<file path="src/rtl/eoi_pkg.sv">
package eoi_pkg;
  localparam int VEC_W = 8;
  localparam logic [7:0] EXPLICIT_VER = 8'h20;
  localparam logic [2:0] EXPLICIT_BYTES = 3'd4;

  typedef struct packed {
    logic [VEC_W-1:0] vec;
    logic             level;
    logic             mask;
    logic             rirr;
  } rte_t;

  localparam rte_t RTE_RST = '{vec: '0, level: 1'b0, mask: 1'b1, rirr: 1'b0};
endpackage

</file>
<file path="src/rtl/eoi_pin_slot.sv">
module eoi_pin_slot
  import eoi_pkg::*;
#(
  parameter int LIMIT = 10000,
  parameter int CW    = $clog2(LIMIT + 1)
) (
  input  logic             clk_i,
  input  logic             rst_ni,
  input  logic             cfg_we_i,
  input  logic [VEC_W-1:0] cfg_vec_i,
  input  logic             cfg_level_i,
  input  logic             cfg_mask_i,
  input  logic             rirr_set_i,
  input  logic             pend_set_i,
  input  logic             pend_clr_i,
  input  logic             visit_i,
  input  logic [VEC_W-1:0] eoi_vec_i,
  output rte_t             ent_o,
  output logic             pend_o,
  output logic [CW-1:0]    cnt_o,
  output logic             fire_now_o,
  output logic             fire_defer_o
);
  rte_t          ent_q;
  logic          pend_q;
  logic [CW-1:0] cnt_q, cnt_inc;
  logic          match, hot, storm, rirr_nxt;

  assign match   = visit_i && ent_q.level && ent_q.rirr && (ent_q.vec == eoi_vec_i);
  assign hot     = match && !ent_q.mask && pend_q;
  assign cnt_inc = cnt_q + 1'b1;
  assign storm   = hot && (cnt_inc >= CW'(LIMIT));
  assign fire_now_o   = hot && !storm;
  assign fire_defer_o = storm;

  // set strobe only lands on level entries
  assign rirr_nxt = (match ? 1'b0 : ent_q.rirr) | (rirr_set_i & ent_q.level);

  always_ff @(posedge clk_i or negedge rst_ni) begin
    if (!rst_ni) begin
      ent_q  <= RTE_RST;
      pend_q <= 1'b0;
      cnt_q  <= '0;
    end else begin
      if (cfg_we_i) begin
        ent_q.vec   <= cfg_vec_i;
        ent_q.level <= cfg_level_i;
        ent_q.mask  <= cfg_mask_i;
        ent_q.rirr  <= cfg_level_i & (ent_q.rirr | rirr_set_i);
        cnt_q       <= '0;
      end else begin
        ent_q.rirr <= rirr_nxt;
        if (match) cnt_q <= fire_now_o ? cnt_inc : '0;
      end
      if (pend_clr_i)      pend_q <= 1'b0;
      else if (pend_set_i) pend_q <= 1'b1;
    end
  end

  assign ent_o  = ent_q;
  assign pend_o = pend_q;
  assign cnt_o  = cnt_q;

  a_r3_cnt_below_limit: assert property (@(posedge clk_i) disable iff (!rst_ni)
    cnt_q < CW'(LIMIT));
  a_r2_match_clears_rirr: assert property (@(posedge clk_i) disable iff (!rst_ni)
    (match && !cfg_we_i && !rirr_set_i) |=> !ent_q.rirr);
  a_r7_cfg_zeroes_cnt: assert property (@(posedge clk_i) disable iff (!rst_ni)
    cfg_we_i |=> (cnt_q == '0));
  a_r1_nomatch_untouched: assert property (@(posedge clk_i) disable iff (!rst_ni)
    (visit_i && !match && !cfg_we_i && !rirr_set_i) |=> ($stable(ent_q) && $stable(cnt_q)));
endmodule

</file>
<file path="src/rtl/eoi_sweep.sv">
module eoi_sweep
  import eoi_pkg::*;
#(
  parameter int N  = 24,
  parameter int PW = $clog2(N)
) (
  input  logic             clk_i,
  input  logic             rst_ni,
  input  logic             eoi_valid_i,
  input  logic [VEC_W-1:0] eoi_vector_i,
  input  logic             eoi_explicit_i,
  input  logic [2:0]       eoi_bytes_i,
  input  logic [7:0]       version_i,
  output logic             busy_o,
  output logic [VEC_W-1:0] vec_o,
  output logic [N-1:0]     visit_o
);
  logic             busy_q;
  logic [PW-1:0]    idx_q;
  logic [VEC_W-1:0] vec_q;
  logic             eoi_ok, last;

  assign eoi_ok = eoi_valid_i &&
                  (!eoi_explicit_i || (eoi_bytes_i == EXPLICIT_BYTES && version_i == EXPLICIT_VER));
  assign last   = (idx_q == PW'(N - 1));

  always_ff @(posedge clk_i or negedge rst_ni) begin
    if (!rst_ni) begin
      busy_q <= 1'b0;
      idx_q  <= '0;
      vec_q  <= '0;
    end else if (busy_q) begin
      if (last) begin
        busy_q <= 1'b0;
        idx_q  <= '0;
      end else begin
        idx_q <= idx_q + 1'b1;
      end
    end else if (eoi_ok) begin
      busy_q <= 1'b1;
      idx_q  <= '0;
      vec_q  <= eoi_vector_i;
    end
  end

  for (genvar g = 0; g < N; g++) begin : g_visit
    assign visit_o[g] = busy_q && (idx_q == PW'(g));
  end

  assign busy_o = busy_q;
  assign vec_o  = vec_q;

  a_r8_sweep_ends: assert property (@(posedge clk_i) disable iff (!rst_ni)
    (busy_q && last) |=> !busy_q);
  a_r8_starts_at_zero: assert property (@(posedge clk_i) disable iff (!rst_ni)
    $rose(busy_q) |-> (idx_q == '0));
  a_r8_single_visit: assert property (@(posedge clk_i) disable iff (!rst_ni)
    $onehot0(visit_o));
  a_r6_bad_size_ignored: assert property (@(posedge clk_i) disable iff (!rst_ni)
    (!busy_q && eoi_valid_i && eoi_explicit_i && eoi_bytes_i != EXPLICIT_BYTES) |=> !busy_q);
endmodule

</file>
<file path="src/rtl/eoi_defer_timer.sv">
module eoi_defer_timer #(
  parameter int DELAY = 1000000,
  parameter int TW    = $clog2(DELAY + 1)
) (
  input  logic clk_i,
  input  logic rst_ni,
  input  logic arm_i,
  input  logic now_i,
  output logic svc_req_o
);
  logic [TW-1:0] tmr_q;
  logic          expire, svc_q;

  assign expire = (tmr_q == TW'(1));

  always_ff @(posedge clk_i or negedge rst_ni) begin
    if (!rst_ni) begin
      tmr_q <= '0;
      svc_q <= 1'b0;
    end else begin
      svc_q <= now_i | expire;
      // a running timer keeps its expiry
      if (arm_i && tmr_q <= TW'(1)) tmr_q <= TW'(DELAY);
      else if (tmr_q != '0)         tmr_q <= tmr_q - 1'b1;
    end
  end

  assign svc_req_o = svc_q;

  a_r9_keeps_expiry: assert property (@(posedge clk_i) disable iff (!rst_ni)
    (tmr_q > TW'(1)) |=> (tmr_q == $past(tmr_q) - 1'b1));
  a_r4_expiry_pulse: assert property (@(posedge clk_i) disable iff (!rst_ni)
    expire |=> svc_q);
  a_r5_immediate_pulse: assert property (@(posedge clk_i) disable iff (!rst_ni)
    now_i |=> svc_q);
endmodule

</file>
<file path="src/rtl/eoi_storm_ctrl.sv">
module eoi_storm_ctrl
  import eoi_pkg::*;
#(
  parameter int N     = 24,
  parameter int LIMIT = 10000,
  parameter int DELAY = 1000000,
  localparam int PW   = $clog2(N),
  localparam int CW   = $clog2(LIMIT + 1)
) (
  input  logic          clk_i,
  input  logic          rst_ni,
  input  logic          eoi_valid_i,
  input  logic [7:0]    eoi_vector_i,
  input  logic          eoi_explicit_i,
  input  logic [2:0]    eoi_bytes_i,
  input  logic [7:0]    version_i,
  input  logic          cfg_we_i,
  input  logic [PW-1:0] cfg_pin_i,
  input  logic [7:0]    cfg_vector_i,
  input  logic          cfg_level_i,
  input  logic          cfg_mask_i,
  input  logic [N-1:0]  rirr_set_i,
  input  logic [N-1:0]  pend_set_i,
  input  logic [N-1:0]  pend_clr_i,
  input  logic [PW-1:0] rd_pin_i,
  output logic [7:0]    rd_vector_o,
  output logic          rd_level_o,
  output logic          rd_mask_o,
  output logic          rd_rirr_o,
  output logic          rd_pend_o,
  output logic [CW-1:0] rd_count_o,
  output logic          busy_o,
  output logic          svc_req_o
);
  rte_t             ent   [N];
  logic [CW-1:0]    cnt   [N];
  logic [N-1:0]     pend, now_v, defer_v, visit;
  logic [VEC_W-1:0] sweep_vec;

  eoi_sweep #(.N(N)) u_sweep (
    .clk_i, .rst_ni,
    .eoi_valid_i, .eoi_vector_i, .eoi_explicit_i, .eoi_bytes_i, .version_i,
    .busy_o, .vec_o(sweep_vec), .visit_o(visit)
  );

  for (genvar g = 0; g < N; g++) begin : g_pin
    eoi_pin_slot #(.LIMIT(LIMIT), .CW(CW)) u_slot (
      .clk_i, .rst_ni,
      .cfg_we_i    (cfg_we_i && (cfg_pin_i == PW'(g))),
      .cfg_vec_i   (cfg_vector_i),
      .cfg_level_i (cfg_level_i),
      .cfg_mask_i  (cfg_mask_i),
      .rirr_set_i  (rirr_set_i[g]),
      .pend_set_i  (pend_set_i[g]),
      .pend_clr_i  (pend_clr_i[g]),
      .visit_i     (visit[g]),
      .eoi_vec_i   (sweep_vec),
      .ent_o       (ent[g]),
      .pend_o      (pend[g]),
      .cnt_o       (cnt[g]),
      .fire_now_o  (now_v[g]),
      .fire_defer_o(defer_v[g])
    );
  end

  eoi_defer_timer #(.DELAY(DELAY)) u_timer (
    .clk_i, .rst_ni,
    .arm_i    (|defer_v),
    .now_i    (|now_v),
    .svc_req_o
  );

  always_comb begin
    rd_vector_o = '0;
    rd_level_o  = 1'b0;
    rd_mask_o   = 1'b0;
    rd_rirr_o   = 1'b0;
    rd_pend_o   = 1'b0;
    rd_count_o  = '0;
    for (int i = 0; i < N; i++) begin
      if (rd_pin_i == PW'(i)) begin
        rd_vector_o = ent[i].vec;
        rd_level_o  = ent[i].level;
        rd_mask_o   = ent[i].mask;
        rd_rirr_o   = ent[i].rirr;
        rd_pend_o   = pend[i];
        rd_count_o  = cnt[i];
      end
    end
  end

  a_r4_no_dual_fire: assert property (@(posedge clk_i) disable iff (!rst_ni)
    !((|now_v) && (|defer_v)));
  a_r8_fire_only_busy: assert property (@(posedge clk_i) disable iff (!rst_ni)
    ((|now_v) || (|defer_v)) |-> busy_o);
endmodule

</file>
<file path="config.mk">
export PLATFORM = sky130hd
export DESIGN_NAME = eoi_storm_ctrl
export DESIGN_NICKNAME = d
export VERILOG_FILES = /design/src/rtl/eoi_pkg.sv /design/src/rtl/eoi_pin_slot.sv /design/src/rtl/eoi_sweep.sv /design/src/rtl/eoi_defer_timer.sv /design/src/rtl/eoi_storm_ctrl.sv
export SDC_FILE = /design/constraint.sdc
export NUM_CORES = 2
export LEC_CHECK = 0
export BUFFER_PORTS_ARGS = -buffer_cell sky130_fd_sc_hd__buf_4
export CORE_MARGIN = 1
export CORE_UTILIZATION = 31
export CTS_CLUSTER_DIAMETER = 120
export DETAILED_ROUTE_END_ITERATION = 6
export PLACE_DENSITY_LB_ADDON = 0.25
export SYNTH_ARGS = -nofsm -noshare
export SYNTH_HDL_FRONTEND = slang
export SYNTH_SLANG_ARGS = --single-unit
</file>
<file path="constraint.sdc">
create_clock -name clk_i -period 4.6 [get_ports clk_i]
set_clock_uncertainty 0.15 [all_clocks]
set_input_delay 0.69 -clock clk_i [delete_from_list [all_inputs] [get_ports clk_i]]
set_output_delay 0.69 -clock clk_i [all_outputs]
set_load 0.05 [all_outputs]
</file>
==> impl_metrics.tcl <==
set metrics [dict create \
    hold_viol 0 \
    postSynth.asyncResetShare 1.00 \
    finalSetupViolCount 0 \
    synth-edff-count 0 \
    min_from "pend_set_i[20]" \
    violations "design-rule violations" \
    dieHeight_um 375 \
    grt_antenna_before_repair 13 \
    ios 144 \
    drt.antenna.violating_nets 0 \
    drt-vias-per-instance 6.08 \
    reg2reg_from "g_pin[8].u_slot.cnt_o[1]$_DFFE_PN0P_" \
    wl_um 210000 \
    required_ns 3.76 \
    max-slew-margin-rel 0.136 \
    clockBufferDepth 3 \
    first_pass_iters 7 \
    top_usage_layer "met1" \
    die_width_um 375 \
    yosysUniqueCellTypes 100 \
    syn_nets 5421 \
    wl_per_cell_um 28.4 \
    cp_data_arrival_time_ns 3.75 \
    crit_type "input port to output pin" \
    fin_area_mm2 0.0514 \
    worstReg2RegEnd "u_timer.tmr_q[18]$_DFFE_PN0P_" \
    drc 1 \
    p_leak_nw 21.5 \
    drive_above_1_share 0.147 \
    finalCritPeriodShare 0.998 \
    rsz0062_at_grt "false" \
    hp-class "input port to register" \
    drt_iter0_drc 5997 \
    htreeDepth 3 \
    layout.nets 5679 \
    reg2reg_setup_slack_ns 0.26 \
    place_area_mm2 0.0478 \
    final_cell_mix "nand2_1 (1024), dfrtp_1 (622), o21ai_0 (473), buf_4 (429), nor2_1 (390)" \
    yosysWarnings 0 \
    crit_path_start_kind "input port" \
    grtUsageMet2 0.408 \
    clkTransAtPathRegs_ns 0.05 \
    power.density_mw_per_mm2 390 \
    postSynthAreaPerCell_um2 8.20 \
    grt_max_degree 84 \
    cts_tree "built" \
    cts-root-buf "clkbuf_16" \
    area_growth_pct 18.9 \
    use_met3 0.0738 \
    setup_tns_ns 0 \
    hpwl_um 161000 \
    final-max-slew-violation-count 0 \
    rows 136 \
    crit_path_end_kind "output pin" \
    synthesis.area_mm2 0.0432 \
    grt_overflow 0 \
    cts_buffers 87 \
    fmax_mhz 218 \
    cts_sinks 659 \
    vias 45000 \
    layout_commonest_cell "nand2_1" \
    worstPathMaxFanout 10 \
    place.gp.congestion 1.04 \
    seq_area_frac_synth 0.382 \
    hold_end "g_pin[20].u_slot.pend_o$_DFFE_PN0P_" \
    core_area_mm2 0.138 \
    ys_ff_latch 659 \
    insertion_delay_ns 0.75 \
    outcome "finished, violations left" \
    syn_inst 5273 \
    rr_worst_depth 12 \
    start_util 0.314 \
    dieArea_mm2 0.141 \
    first_global_vias 40600 \
    tightest_slew_ns 1.28 \
    yosys_most_used_dff "dfrtp_1" \
    finalCriticalPeriod_ns 4.59 \
    grtUsageMet1 0.415 \
    grt_pass1_wl_um 300000 \
    whs_path_depth 3 \
    io_buffers 143 \
    grt_usage 0.290 \
    worst_ir_drop_vdd_v 0.000353 \
    cap_violations 0 \
]
==> synth_stat cells (all sizes together), types with 13 or more instances <==
cell type  number  area share
nand2        1024       0.089
dfrtp         635        0.37
o21ai         481       0.056
nor2          393       0.034
clkbuf        260       0.023
nand3         234       0.027
a21oi         190       0.022
xor2          143       0.029
xnor2         138       0.028
o31ai         134       0.023
nand4         133       0.019
inv            89      0.0077
nor3           88       0.010
and3           80       0.012
mux2           79       0.021
nor4           75       0.011
buf            65      0.0072
nor2b          57      0.0082
a21o           56      0.0097
mux2i          54       0.013
a22oi          53      0.0092
nand2b         47      0.0068
o41ai          47      0.0095
and4           38      0.0077
o22ai          38      0.0055
or4            37      0.0065
a31oi          35      0.0052
a22o           34      0.0069
and2           33      0.0048
or3            33      0.0048
ha             32      0.0093
nor3b          31      0.0055
mux4           29       0.015
or2            26      0.0038
o211ai         25      0.0043
o221ai         25      0.0051
dfstp          24       0.015
a221oi         23      0.0047
nor4b          20      0.0042
a2111oi        16      0.0037
a211oi         16      0.0028
nand4b         16      0.0032
nand3b         15      0.0026
and4b          13      0.0030
==> registers in the layout, indices dropped and copies added (netlist names) <==
register,flops
g_pin.u_slot.cnt_o,336
g_pin.u_slot.ent_o,264
g_pin.u_slot.pend_o,24
u_timer.tmr_q,20
u_sweep.vec_o,8
u_sweep.idx_q,5
u_sweep.busy_o,1
u_timer.svc_req_o,1
==> report_power, final <==
group | internal (mW) | total (mW) | switching, mW
clock | 4.27 | 7.26 | 2.99
sequential | 6.51 | 7.92 | 1.40
combinational | 1.92 | 4.88 | 2.96
==> how the worst max path moves through the flow <==
stage                                               from              to  slack [ns]  cells past startpoint
finish                                       rd_pin_i[2]       rd_pend_o       0.008                     13
global placement                             rd_pin_i[2]       rd_pend_o       -0.64                     13
CTS                 g_pin[0].u_slot.cnt_o[1]$_DFFE_PN0P_   rd_count_o[1]       0.008                      9
floorplan                                    rd_pin_i[0]  rd_count_o[10]        0.03                     11
global route                                 rd_pin_i[3]   rd_count_o[7]       0.007                     13
detailed placement                           rd_pin_i[2]       rd_pend_o       -0.67                     13
==> final cells by class <==
type                            instances  area, um2
Inverter                               91        342
Clock buffer                          124       2510
Sequential cell                       659      16500
Antenna cell                            7       17.5
Fill cell                           14200      86400
Timing Repair Buffer                  494       4030
Clock inverter                         33        502
Tap cell                             1794       2240
Multi-Input combinational cell       4198      25200
==> kinds of logic after synthesis <==
logic type,after synthesis,synth area share
AND/OR/NAND/NOR,2417,0.269
AO/OA/AOI/OAI,1306,0.197
flip-flops,659,0.382
buffers and inverters,416,0.0377
XOR/XNOR,281,0.0569
multiplexers,162,0.0482
adder cells (fa/ha/maj),32,0.00926
==> worst max-delay path: stages <==
cell and delay, ns:
buf_4 0.15, buf_4 0.17, nor2b_1 0.19, buf_4 0.16
and2_2 0.30, a22oi_1 0.30, a211oi_2 0.18, a221oi_2 0.44
nand3_1 0.20, a21oi_4 0.30, o21ai_1 0.26, buf_4 0.21
buf_4 0.18
==> repair_timing <==
| item | CTS | global route |
|---|---|---|
| hold buffers | 47 | 0 |
| resized for setup | 11 | 19 |
| pin swaps | 0 | 6 |
| hold endpoints to repair | 98 | 0 |
| cloned | 0 | 0 |
| setup endpoints to repair | 3 | 10 |
| setup buffers | 0 | 5 |
==> through the flow <==
step	util	power, mW	setup WS, ns	instances	hold slack, ns
after floorplan	-	10.2	0.0328	5273	0.244
after global placement	0.346	12.6	-0.641	7184	0.306
after detailed placement	0.346	12.6	-0.669	7184	0.307
after CTS	0.372	19.9	0.00768	7388	0.000148
after global routing	0.373	20.7	0.00733	7396	0.0231
final	0.373	20.1	0.00781	7400	0.0391
==> per-layer routing <==
layer / vias up / wire (um)
li1: 19800 / -
met1: 22400 / 91700
met2: 2430 / 86100
met3: 451 / 22200
met4: 8 / 10200
met5: - / 74
No activity file was read; power rests on OpenSTA's default activity.
